File: src/rtl/mash_clkdiv.sv
module mash_clkdiv #(
  parameter int DW = 12,
  parameter int FW = 12
) (
  input  logic          clk,
  input  logic          rst_n,
  input  logic          run,
  input  logic [DW-1:0] divi,
  input  logic [FW-1:0] divf,
  input  logic [1:0]    order,
  output logic          clk_out
);
  localparam int PW = DW + 1;

  logic          act_q, byp_q, out_q;
  logic [PW-1:0] cnt_q, per_q;
  logic [DW-1:0] dve_q;
  logic [1:0]    ord_q;
  logic [FW-1:0] a1_q, a2_q, a3_q;
  logic          c2d_q, c3d_q, c3dd_q;

  logic [FW:0] s1, s2, s3;
  assign s1 = {1'b0, a1_q} + {1'b0, divf};
  assign s2 = {1'b0, a2_q} + {1'b0, s1[FW-1:0]};
  assign s3 = {1'b0, a3_q} + {1'b0, s2[FW-1:0]};

  logic signed [3:0] e1, e2, e3, d2, d3, d3d, off;
  assign e1  = {3'b000, s1[FW]};
  assign e2  = {3'b000, s2[FW]};
  assign e3  = {3'b000, s3[FW]};
  assign d2  = {3'b000, c2d_q};
  assign d3  = {3'b000, c3d_q};
  assign d3d = {3'b000, c3dd_q};

  always_comb begin
    case (order)
      2'd0:    off = 4'sd0;
      2'd1:    off = e1;
      2'd2:    off = e1 + e2 - d2;
      default: off = e1 + e2 - d2 + e3 - (d3 <<< 1) + d3d;
    endcase
  end

  logic [DW-1:0] dmin, dve;
  always_comb begin
    case (order)
      2'd0:    dmin = DW'(1);
      2'd1:    dmin = DW'(2);
      2'd2:    dmin = DW'(3);
      default: dmin = DW'(5);
    endcase
  end
  assign dve = (divi < dmin) ? dmin : divi;

  logic [PW-1:0] per_n, cnt_m1;
  assign per_n  = {1'b0, dve} + {{(PW-4){off[3]}}, off};
  assign cnt_m1 = cnt_q - PW'(1);

  logic wrap, load;
  assign wrap = act_q ? (cnt_q == '0) : run;
  assign load = wrap && run;

  always_ff @(posedge clk or negedge rst_n) begin
    if (!rst_n) begin
      act_q  <= 1'b0;
      byp_q  <= 1'b0;
      out_q  <= 1'b0;
      cnt_q  <= '0;
      per_q  <= '0;
      dve_q  <= '0;
      ord_q  <= '0;
      a1_q   <= '0;
      a2_q   <= '0;
      a3_q   <= '0;
      c2d_q  <= 1'b0;
      c3d_q  <= 1'b0;
      c3dd_q <= 1'b0;
    end else if (load) begin
      act_q  <= 1'b1;
      out_q  <= 1'b1;
      byp_q  <= (per_n == PW'(1));
      cnt_q  <= per_n - PW'(1);
      per_q  <= per_n;
      dve_q  <= dve;
      ord_q  <= order;
      a1_q   <= s1[FW-1:0];
      a2_q   <= s2[FW-1:0];
      a3_q   <= s3[FW-1:0];
      c2d_q  <= s2[FW];
      c3d_q  <= s3[FW];
      c3dd_q <= c3d_q;
    end else if (wrap) begin
      act_q  <= 1'b0;
      out_q  <= 1'b0;
      byp_q  <= 1'b0;
      cnt_q  <= '0;
      a1_q   <= '0;
      a2_q   <= '0;
      a3_q   <= '0;
      c2d_q  <= 1'b0;
      c3d_q  <= 1'b0;
      c3dd_q <= 1'b0;
    end else if (act_q) begin
      cnt_q <= cnt_m1;
      out_q <= (cnt_m1 >= (per_q >> 1));
    end
  end

  assign clk_out = out_q & (clk | ~byp_q);
endmodule

File: config.mk
export PLATFORM = sky130hd
export DESIGN_NAME = mash_clkdiv
export DESIGN_NICKNAME = d
export VERILOG_FILES = /design/src/rtl/mash_clkdiv.sv
export SDC_FILE = /design/constraint.sdc
export NUM_CORES = 1
export LEC_CHECK = 0
export BUFFER_PORTS_ARGS = -buffer_cell sky130_fd_sc_hd__buf_2
export CAP_MARGIN = 20
export CELL_PAD_IN_SITES_DETAIL_PLACEMENT = 2
export CELL_PAD_IN_SITES_GLOBAL_PLACEMENT = 2
export CORE_MARGIN = 5
export CORE_UTILIZATION = 40
export CTS_CLUSTER_DIAMETER = 80
export DETAILED_ROUTE_END_ITERATION = 16
export PLACE_DENSITY_LB_ADDON = 0.12
export SETUP_SLACK_MARGIN = 0.15
export SYNTH_ARGS = -nofsm -noshare
export SYNTH_HDL_FRONTEND = slang
export SYNTH_SLANG_ARGS = --single-unit
File: constraint.sdc
create_clock -name clk -period 7.9 [get_ports clk]
set_input_delay 0.79 -clock clk [delete_from_list [all_inputs] [get_ports clk]]
set_output_delay 0.79 -clock clk [all_outputs]
set_load 0.05 [all_outputs]
* After elaboration in Yosys (flattened, before gate mapping)
Index checks and enable logic that the tools add are counted.
Operators by class: reduce and logical (&&, ||, !) cells 5, equal/unequal tests 3, magnitude comparators 2, add/subtract/negate cells 11, bitwise operators 3, muxes and demuxes 20
Operators with widths (number):
- 12-bit 2-to-1 mux | 5
- 12-bit by 12-bit adder with 13-bit output | 3
- 13-bit 2-to-1 mux | 3
- 13-bit by 1-bit subtractor with 13-bit output, second input constant | 2
- 12-bit by 13-bit adder with 13-bit output | 1
- 13-bit by 1-bit == test with 1-bit output, second input constant | 1
- 13-bit by 12-bit greater-or-equal comparator with 1-bit output | 1
- 13-bit logical NOT | 1
- 12-bit < comparator | 1
- 4-bit case mux with 3 select lines | 1
- 1-bit 2-to-1 mux | 10
- 3-bit case mux with 3 select lines | 1
- 3-bit by 2-bit adder with 4-bit output | 1
- 4-bit by 2-bit adder with 4-bit output | 1
- 4-bit by 3-bit subtractor with 4-bit output | 1
- 3-bit nonzero test | 1
- 2-bit by 1-bit subtractor with 3-bit output | 1
- 1-bit by 1-bit adder with 2-bit output | 1
- 2-bit by 1-bit == test with 1-bit output, second input constant | 1
- 2-bit == test, second input constant | 1
- 2-bit logical NOT | 1
- 2-bit nonzero test | 1
- 1-bit AND | 1
- 1-bit logical AND | 1
- other kinds (2) | 2
Word-level totals: bits of input ports 29, register bits after elaboration 68, word-level logic and storage cells 55, output and inout bits 1

* Depth between registers and ports, before layout
Gate-level depths: netlist of the first run.
word-level depth 11, mapped depth 36, depth with buffers taken out 35

==> results.sh, run 1 <==
export IMPL_critical_path_required_ns=8.09
export IMPL_postLayoutSetupSlackWorst_ns=0.5419
export IMPL_holdWs_ns=0.4863
export IMPL_finalHoldViolCount=0
export IMPL_dp_final_hpwl_um=12460
export IMPL_wire_per_inst_um=19.02
export IMPL_first_iter_violations=138
export IMPL_grt_use_met2_pct=38.26
export IMPL_finalNetCount=791
export IMPL_ys_seq_area_share_pct=28.64
export IMPL_status="finished, final reports clean"
export IMPL_fin_worst_skew_ns=0.008251
export IMPL_synth_edff_count=0
export IMPL_diodes=0
export IMPL_rsz0062_at_grt="true"
export IMPL_netlist_instances=645
export IMPL_critPathKind="in -> reg"
export IMPL_power_density_mw_per_mm2=522.0
export IMPL_row_count=44
export IMPL_finalCritPeriodShare_pct=93.14
export IMPL_maxCapViolations=0
export IMPL_ys_ff_latch=67
export IMPL_yosysUniqueCellTypes=79
export IMPL_vias=4911
export IMPL_io_pins=30
export IMPL_ant_nets=0
export IMPL_grt_pass1_vias=5567
export IMPL_finalSetupViolCount=0
export IMPL_tightest_slew_ns=0.9458
export IMPL_yosys_area_top_type="dfrtp_1"
export IMPL_clk_latency_ns=0.33
export IMPL_clockBufferDepth=2
export IMPL_io_buffers=29
export IMPL_cts_root_buffer_cell="clkbuf_16"
export IMPL_cp_max_fo=6
export IMPL_fin_crit_ns=7.358
export IMPL_max_vdd_ir_drop_mv=0.1420
export IMPL_slew_viol_final=0
export IMPL_syn2layout_area_growth_pct=12.70
export IMPL_grt_pass1_wl_um=26860
export IMPL_cpMostUsedCell="ha_1"
export IMPL_final_area_sq_mm=0.006598
export IMPL_start_util_pct=40.59
export IMPL_setup_tns_ns=0
export IMPL_final_common_cell="ha_1"
export IMPL_vias_per_cell=5.677
export IMPL_syn_nets=759
export IMPL_grt_busiest_layer="met2"
export IMPL_cp_slowest_stage_delay_ns=0.41
export IMPL_cp_slowest_cell="fa_1"
export IMPL_antenna_found_initial=0
export IMPL_grt_max_degree=68
export IMPL_crit_path_start_kind="input pin"
export IMPL_fmax_mhz=135.9
export IMPL_die_area_sq_mm=0.01716
export IMPL_die_w_um=131.0
export IMPL_drtPass1Iterations=4
export IMPL_grt_usage_pct=19.77
export IMPL_hold_class="reg -> reg"
export IMPL_synth_avg_cell_area_sq_um=9.077
export IMPL_met1_usage_pct=21.99
export IMPL_end_kind="flip-flop"
export IMPL_cellLeakagePower_nw=3.206
export IMPL_async_flop_share_pct=100.0
export IMPL_grt_overflow_total=0
export IMPL_core_sq_mm=0.01442
export IMPL_synth_area_leaders="dfrtp_1 29%, ha_1 17%, xnor2_1 4.6%, o21ai_0 4.6%, a22o_1 3.7%"
export IMPL_yosysWarnings=0
export IMPL_synth_area_sq_mm=0.005854
export IMPL_cts_buffers=9
export IMPL_drive_gt1_share_pct=14.98
export IMPL_gp_congestion=0.8059
export IMPL_chipHeight_um=131.0
export IMPL_relSlewSlack_pct=36.95
export IMPL_crit_arrival_ns=7.55
export IMPL_clk_pin_slew_ns=0.06
export IMPL_htreeDepth=3
export IMPL_synthFlopType="dfrtp_1"
export IMPL_place_area_sq_mm=0.006246
export IMPL_use_met3_pct=2.846
export IMPL_synth_top_area_share_pct=28.64
export IMPL_cts_tree="built"
export IMPL_drcViolationCount=0
export IMPL_routed_wl_um=16450
export IMPL_mostFrequentLayoutCells="79 x ha_1, 67 x dfrtp_1, 55 x nand2_1"
export IMPL_dpl_worst_slack_ns=-0.08933
==> flip-flops by register name, indices dropped and copies added (netlist names) <==
register  flops
a2_q         12
act_q         1
out_q         1
a1_q         12
a3_q         12
c3dd_q        1
c3d_q         1
per_q        12
cnt_q        13
c2d_q         1
byp_q         1
==> synthesized netlist by cell type, types with 5 or more instances <==
library cell  instances
o21ai_0              54
nand2b_1              7
a21o_1               20
nor2_1               32
a22oi_1               6
o211ai_1              5
xor2_1               25
a21oi_1              34
clkbuf_1             17
nor4_1                8
xnor2_1              31
nor3_1                9
dfrtp_1              67
fa_1                  6
buf_2                 5
a22o_1               25
inv_1                48
ha_1                 79
nor2b_1               7
nand3_1               8
o21a_1                8
nand2_1              55
==> power breakdown <==
group	internal (mW)	switching [mW]	leakage, nW
combinational	1.09	1.34	2.21
clock	0.244	0.161	0.145
sequential	0.487	0.118	0.852
total	1.82	1.62	3.21
==> stage by stage <==
step	total power [mW]	utilization, %	instances
after floorplan	2.377	-	645
final	3.444	45.74	865
after CTS	3.428	45.25	864
after global placement	2.831	43.30	849
after detailed placement	2.988	43.30	849
after global routing	3.782	45.74	865
==> final timing paths <==
path / from / to / slack (ns) / cells after the start
worst max-delay path: divf[0] / cnt_q[10]$_DFFE_PN0P_ / 0.54 / 36
min in group asynchronous: rst_n / out_q$_DFFE_PN0P_ / 0.65 / 2
worst min-delay path: per_q[6]$_DFFE_PN0P_ / per_q[6]$_DFFE_PN0P_ / 0.49 / 2
worst max register to register: a1_q[0]$_DFFE_PN0P_ / cnt_q[10]$_DFFE_PN0P_ / 0.71 / 35
max in group asynchronous: rst_n / a2_q[8]$_DFFE_PN0P_ / 6.60 / 2
worst min register to register: per_q[6]$_DFFE_PN0P_ / per_q[6]$_DFFE_PN0P_ / 0.49 / 2
==> metal layers <==
layer | wire (um) | vias up
li1 | - | 2373
met1 | 6851 | 2469
met2 | 8954 | 49
met3 | 326 | 20
met4 | 315 | 0
met5 | 0 | -
==> worst max-delay path: cells and delay by family <==
| family | cells | cell delay [ns] |
|---|---|---|
| AND/OR/NAND/NOR | 4 | 0.85 |
| buffers and inverters | 8 | 0.86 |
| XOR/XNOR | 2 | 0.34 |
| adder cells (fa/ha/maj) | 9 | 2.41 |
| multiplexers | 1 | 0.33 |
| AO/OA/AOI/OAI | 12 | 1.98 |
==> cell type report <==
class / instances / area, sq um
Multi-Input combinational cell: 503 / 3948
Sequential cell: 67 / 1677
Clock inverter: 4 / 42.54
Clock buffer: 13 / 241.5
Timing Repair Buffer: 47 / 282.8
Fill cell: 1597 / 7826
Tap cell: 184 / 230.2
Inverter: 47 / 176.4
==> what timing repair did <==
action | 4_1_cts | 5_1_grt
hold buffers | 0 | 0
endpoints found under the setup margin | 1 | 11
resized for setup | 1 | 14
buffers inserted | 0 | 1
pin swaps | 0 | 2
endpoints found under the hold margin | 0 | 0
==> cell families after synthesis <==
family                     Yosys count  synth area share, %
AOI/OAI and AO/OA                  198                23.98
and+or+nand+nor                    160                13.87
adders and majority gates           85                18.94
buffers and inverters               75                5.300
DFF                                 67                28.64
xor gates and xnor gates            58                8.934
muxes                                2               0.3420
Power figures use the tool's default switching activity.
==> run 2, diff against run 1 <==
- ABC_AREA: default -> 0
- BUFFER_PORTS_ARGS: -buffer_cell sky130_fd_sc_hd__buf_2 -> default
- CORE_UTILIZATION: 40 -> 41
- DONT_BUFFER_PORTS: default -> 1
- MAX_ROUTING_LAYER: default -> met4
==> results.sh, run 2 (synthesized netlist as in run 1, its figures left out) <==
export IMPL_critical_path_required_ns=8.12
export IMPL_r2r_slack_ns=0.56
export IMPL_cts_root_buffer_cell="clkbuf_16"
export IMPL_htreeDepth=3
export IMPL_final_area_sq_mm=0.006404
export IMPL_drtPass1Iterations=4
export IMPL_fin_cells=825
export IMPL_maxCapViolations=0
export IMPL_io_buffers=0
export IMPL_end_kind="flip-flop"
export IMPL_gp_congestion=0.8021
export IMPL_die_w_um=129.5
export IMPL_place_area_sq_mm=0.006036
export IMPL_grt_pass1_vias=5608
export IMPL_cp_slowest_cell="a311oi_2"
export IMPL_critPathKind="in -> reg"
export IMPL_dpl_worst_slack_ns=-0.1283
export IMPL_finalSetupViolCount=0
export IMPL_vias_per_cell=5.789
export IMPL_clockBufferDepth=2
export IMPL_crit_path_start_kind="input pin"
export IMPL_postLayoutSetupSlackWorst_ns=0.5251
export IMPL_power_density_mw_per_mm2=537.7
export IMPL_finalCritPeriodShare_pct=93.35
export IMPL_sw_frac_of_total_pct=47.56
export IMPL_grt_pass1_wl_um=27510
export IMPL_power_frac_comb_pct=70.5
export IMPL_cp_max_fo=6
export IMPL_fin_crit_ns=7.375
export IMPL_rsz0062_at_grt="true"
export IMPL_dp_final_hpwl_um=12260
export IMPL_antenna_found_initial=0
export IMPL_routed_wl_um=16470
export IMPL_clk_pin_slew_ns=0.05
export IMPL_cp_slowest_stage_delay_ns=0.49
export IMPL_fmax_mhz=135.6
export IMPL_intPower_mw=1.806
export IMPL_cellLeakagePower_nw=3.058
export IMPL_cpMostUsedCell="ha_1"
export IMPL_p_clk_share_pct=12.0
export IMPL_grt_max_degree=68
export IMPL_grt_usage_pct=21.15
export IMPL_cts_buffers=9
export IMPL_tightest_slew_ns=1.059
export IMPL_holdWs_ns=0.1369
export IMPL_relSlewSlack_pct=29.63
export IMPL_fin_worst_skew_ns=0.007151
export IMPL_die_area_sq_mm=0.01677
export IMPL_grt_overflow_total=0
export IMPL_row_count=43
export IMPL_diodes=0
export IMPL_drcViolationCount=0
export IMPL_ant_nets=0
export IMPL_status="finished, final reports clean"
export IMPL_switching_power_mw=1.638
export IMPL_cts_tree="built"
export IMPL_top_register="cnt_q"
export IMPL_max_vdd_ir_drop_mv=0.1612
export IMPL_crit_arrival_ns=7.59
export IMPL_clk_latency_ns=0.35
export IMPL_syn2layout_area_growth_pct=9.382
export IMPL_drive_gt1_share_pct=10.54
export IMPL_hold_class="in -> async"
export IMPL_cts_hold_buf=0
export IMPL_power_frac_seq_pct=17.5
export IMPL_first_iter_violations=152
export IMPL_p_total_mw=3.444
export IMPL_chipHeight_um=129.5
export IMPL_slew_viol_final=0
export IMPL_final_common_cell="ha_1"
export IMPL_core_sq_mm=0.01393
export IMPL_finalNetCount=755
export IMPL_wire_per_inst_um=19.96
export IMPL_largest_reg_flops=13
export IMPL_dp_cells=808
export IMPL_fillers=1485
export IMPL_vias=4776
export IMPL_io_pins=30
export IMPL_start_util_pct=42.01
export IMPL_mostFrequentLayoutCells="79 x ha_1, 67 x dfrtp_1, 55 x nand2_1"
export IMPL_finalHoldViolCount=0
==> run 2: cell types whose count changed in the layout (fill, tap and decap cells not counted), moves of 2 or more <==
cell and change:
buf_2 -29, buf_4 -7, clkbuf_1 -2, o21ai_0 +2
o21ai_1 -2
==> run 2: path summary, 6_finish.rpt <==
path	start	endpoint	cells past startpoint
setup / recovery	divf[0]	cnt_q[12]$_DFFE_PN0P_	35
hold / removal	rst_n	out_q$_DFFE_PN0P_	0
setup reg to reg	a1_q[0]$_DFFE_PN0P_	cnt_q[12]$_DFFE_PN0P_	35
hold reg to reg	per_q[8]$_DFFE_PN0P_	per_q[8]$_DFFE_PN0P_	2
max in group asynchronous	rst_n	a3_q[9]$_DFFE_PN0P_	0
min in group clk	per_q[8]$_DFFE_PN0P_	per_q[8]$_DFFE_PN0P_	2
==> run 2: layout make-up <==
type	count	area, sq um	area share (%)
clock buffers	10	229.0	3.576
clock inverters	6	57.56	0.8988
inverters	47	176.4	2.755
multi-input cells	503	3949	61.66
flip-flops and latches	67	1677	26.18
well taps	180	225.2	3.517
repair buffers	12	90.09	1.407
==> run 2: power groups by stage <==
stage / logic [mW] / registers, mW / clock network, mW
floorplan: 1.80 / 0.565 / 0.0127
global route: 2.71 / 0.625 / 0.438
CTS: 2.41 / 0.605 / 0.425
detailed placement: 2.36 / 0.608 / 0.0127
finish: 2.43 / 0.604 / 0.413
global placement: 2.20 / 0.598 / 0.0127
==> run 2: stage by stage <==
step	utilization (%)	TNS (ns)
6_report	45.95	0
5_1_grt	45.95	0
2_1_floorplan	-	0
4_1_cts	45.34	0
3_3_place_gp	43.32	0
3_5_place_dp	43.32	-0.1438
==> run 2: what timing repair did <==
item	4_1_cts	5_1_grt
setup endpoints to repair	0	10
hold endpoints to repair	0	0
resized for setup	0	13
setup buffers	0	2
==> run 2: layer usage <==
| layer | GRT usage, % | vias up | share of wire, % |
|---|---|---|---|
| met1 | 21.67 | 2416 | 41 |
| met3 | 3.875 | 18 | 2.3 |
| met2 | 40.61 | 41 | 54 |
| met5 | - | - | 0 |
| li1 | - | 2301 | - |
| met4 | 6.479 | 0 | 1.9 |
==> run 2: critical path: cells and delay by family <==
kind	cells	cell delay, ns
simple gates	4	0.50
compound gates	15	2.95
xor+xnor	2	0.38
fa+ha+maj	9	2.48
buf+inv	5	0.50
==> run 3, diff against run 2 <==
- ABC_AREA: 0 -> 1
- CORE_ASPECT_RATIO: default -> 0.75
- CORE_UTILIZATION: 41 -> 38
==> results.sh, run 3 <==
export IMPL_status="finished, final reports clean"
export IMPL_synth_avg_cell_area_sq_um=7.412
export IMPL_largest_reg_flops=13
export IMPL_netlist_instances=852
export IMPL_dpl_worst_slack_ns=0.3342
export IMPL_final_common_cell="nand2_1"
export IMPL_grt_overflow_total=0
export IMPL_grt_pass1_wl_um=34120
export IMPL_dp_cells=1042
export IMPL_synth_top_area_share_pct=26.55
export IMPL_ys_ff_latch=67
export IMPL_cts_hold_buf=0
export IMPL_setup_tns_ns=0
export IMPL_start_util_pct=39.06
export IMPL_syn2layout_area_growth_pct=8.302
export IMPL_yosys_area_top_type="dfrtp_1"
export IMPL_yosys_cell_count_top_type="nand2_1"
export IMPL_chipHeight_um=121.6
export IMPL_drcViolationCount=0
export IMPL_crit_family="adder cells"
export IMPL_post_cts_buffers=0
export IMPL_reg2reg_to="cnt_q[8]$_DFFE_PN0P_"
export IMPL_fmax_mhz=140.1
export IMPL_worstRegToRegCells=37
export IMPL_r2r_start="a1_q[2]$_DFFE_PN0P_"
export IMPL_yosysUniqueCellTypes=46
export IMPL_cts_tree="built"
export IMPL_hold_class="in -> async"
export IMPL_rsz0062_at_grt="false"
export IMPL_synth_area_leaders="dfrtp_1 27%, ha_1 16%, nand2_1 11%, inv_1 7.9%, a21oi_1 5.1%"
export IMPL_finalSetupViolCount=0
export IMPL_cp_slowest_stage_delay_ns=0.48
export IMPL_row_count=40
export IMPL_critical_path_required_ns=8.28
export IMPL_postLayoutSetupSlackWorst_ns=0.7608
export IMPL_ys_seq_area_share_pct=26.55
export IMPL_routed_wl_um=20690
export IMPL_postLayoutCoreUtil_pct=42.31
export IMPL_slew_viol_final=0
export IMPL_clk_pin_slew_ns=0.06
export IMPL_wire_per_inst_um=19.50
export IMPL_grt_usage_pct=22.64
export IMPL_max_vdd_ir_drop_mv=0.1974
export IMPL_drive_gt1_share_pct=7.638
export IMPL_die_area_sq_mm=0.01932
export IMPL_finalCritPeriodShare_pct=90.37
export IMPL_core_sq_mm=0.01617
export IMPL_clk_latency_ns=0.46
export IMPL_drtPass1Iterations=5
export IMPL_io_buffers=0
export IMPL_gp_congestion=0.8352
export IMPL_p_total_mw=3.432
export IMPL_cp_max_fo=6
export IMPL_fin_crit_ns=7.139
export IMPL_cellLeakagePower_nw=3.613
export IMPL_critPathBufInv=5
export IMPL_first_iter_violations=186
export IMPL_finalHoldViolCount=0
export IMPL_synthFlopType="dfrtp_1"
export IMPL_top_register="cnt_q"
export IMPL_cpMostUsedCell="nand2_1"
export IMPL_io_pins=30
export IMPL_end_kind="flip-flop"
export IMPL_dp_final_hpwl_um=16150
export IMPL_critPathKind="reg -> reg"
export IMPL_vias_per_cell=5.417
export IMPL_place_area_sq_mm=0.006452
export IMPL_relSlewSlack_pct=50.88
export IMPL_ant_nets=0
export IMPL_final_area_sq_mm=0.006839
export IMPL_syn_nets=966
export IMPL_synth_edff_count=0
export IMPL_power_density_mw_per_mm2=501.8
export IMPL_r2r_slack_ns=0.76
export IMPL_synth_area_sq_mm=0.006315
export IMPL_mostFrequentLayoutCells="191 x nand2_1, 133 x inv_1, 79 x ha_1"
export IMPL_maxCapViolations=0
export IMPL_antenna_found_initial=0
export IMPL_fin_cells=1061
export IMPL_synth_top_cells_by_count="191 x nand2_1, 133 x inv_1, 79 x ha_1, 67 x dfrtp_1, 64 x a21oi_1"
export IMPL_vias=5747
export IMPL_grt_pass1_vias=6537
export IMPL_crit_arrival_ns=7.52
export IMPL_tightest_slew_ns=0.7357
export IMPL_grt_max_degree=68
export IMPL_holdWs_ns=0.01896
export IMPL_async_flop_share_pct=100.0
export IMPL_fin_worst_skew_ns=0.01021
export IMPL_finalNetCount=960
export IMPL_cp_slowest_cell="fa_1"
export IMPL_die_w_um=158.9
export IMPL_diodes=0
export IMPL_crit_path_start_kind="flip-flop"
export IMPL_yosysWarnings=0
==> run 3: cell types whose count changed after synthesis, moves of 7 or more <==
cell,before,now
nor2b_1,7,0
xnor2_1,31,10
nor2_1,32,46
nand4_1,4,17
a21oi_1,34,64
nand2b_1,7,0
o21ai_1,1,14
nand3_1,8,37
nand2_1,55,191
a22o_1,25,12
inv_1,48,133
nand2_2,0,13
o21ai_0,54,36
a21o_1,20,4
==> run 3: kinds of logic (layout without fill, tap and decap cells) <==
logic type                 count (synthesis)  in the layout  synth area share, %
DFF                                       67             67                26.55
and+or+nand+nor                          342            342                25.01
buffers and inverters                    160            159                10.48
adders and majority gates                 85             85                17.56
AOI/OAI and AO/OA                        162            162                15.18
xor gates and xnor gates                  36             36                5.231
==> run 3: metal layers <==
layer | share of wire (%) | up-vias | wire length (um) | track usage, %
met1 | 50 | 2845 | 10330 | 30.75
met3 | 5.0 | 24 | 1042 | 4.430
met5 | 0 | - | 0 | -
li1 | - | 2778 | - | -
met2 | 44 | 100 | 9017 | 34.75
met4 | 1.4 | 0 | 293 | 6.180
==> run 3: layout make-up <==
class                      instances  area, sq um
timing repair buffer               3        22.52
multi-input combinational        625         3984
fill                            1900         9326
tap                              210        262.8
sequential                        67         1677
inverter                         137        514.2
clock inverter                     6        65.06
clock buffer                      13        314.1
==> run 3: worst max-delay path by stage <==
stage,startpoint,end,slack (ns),cells past startpoint
2_1_floorplan,divf[0],cnt_q[10]$_DFFE_PN0P_,1.51,38
6_report,a1_q[2]$_DFFE_PN0P_,cnt_q[8]$_DFFE_PN0P_,0.76,37
3_3_place_gp,divf[0],cnt_q[10]$_DFFE_PN0P_,0.69,39
4_1_cts,a1_q[2]$_DFFE_PN0P_,cnt_q[8]$_DFFE_PN0P_,0.67,37
3_5_place_dp,divf[0],cnt_q[12]$_DFFE_PN0P_,0.33,40
5_1_grt,a1_q[0]$_DFFE_PN0P_,cnt_q[12]$_DFFE_PN0P_,0.23,40
==> run 3: power breakdown <==
group	internal [mW]	total, mW	switching [mW]
combinational	0.822	2.32	1.50
clock	0.320	0.518	0.198
sequential	0.488	0.592	0.104
==> run 3: what timing repair did <==
action / CTS / global route
endpoints found under the hold margin: 0 / 0
endpoints found under the setup margin: 0 / 2
resized for setup: 0 / 1
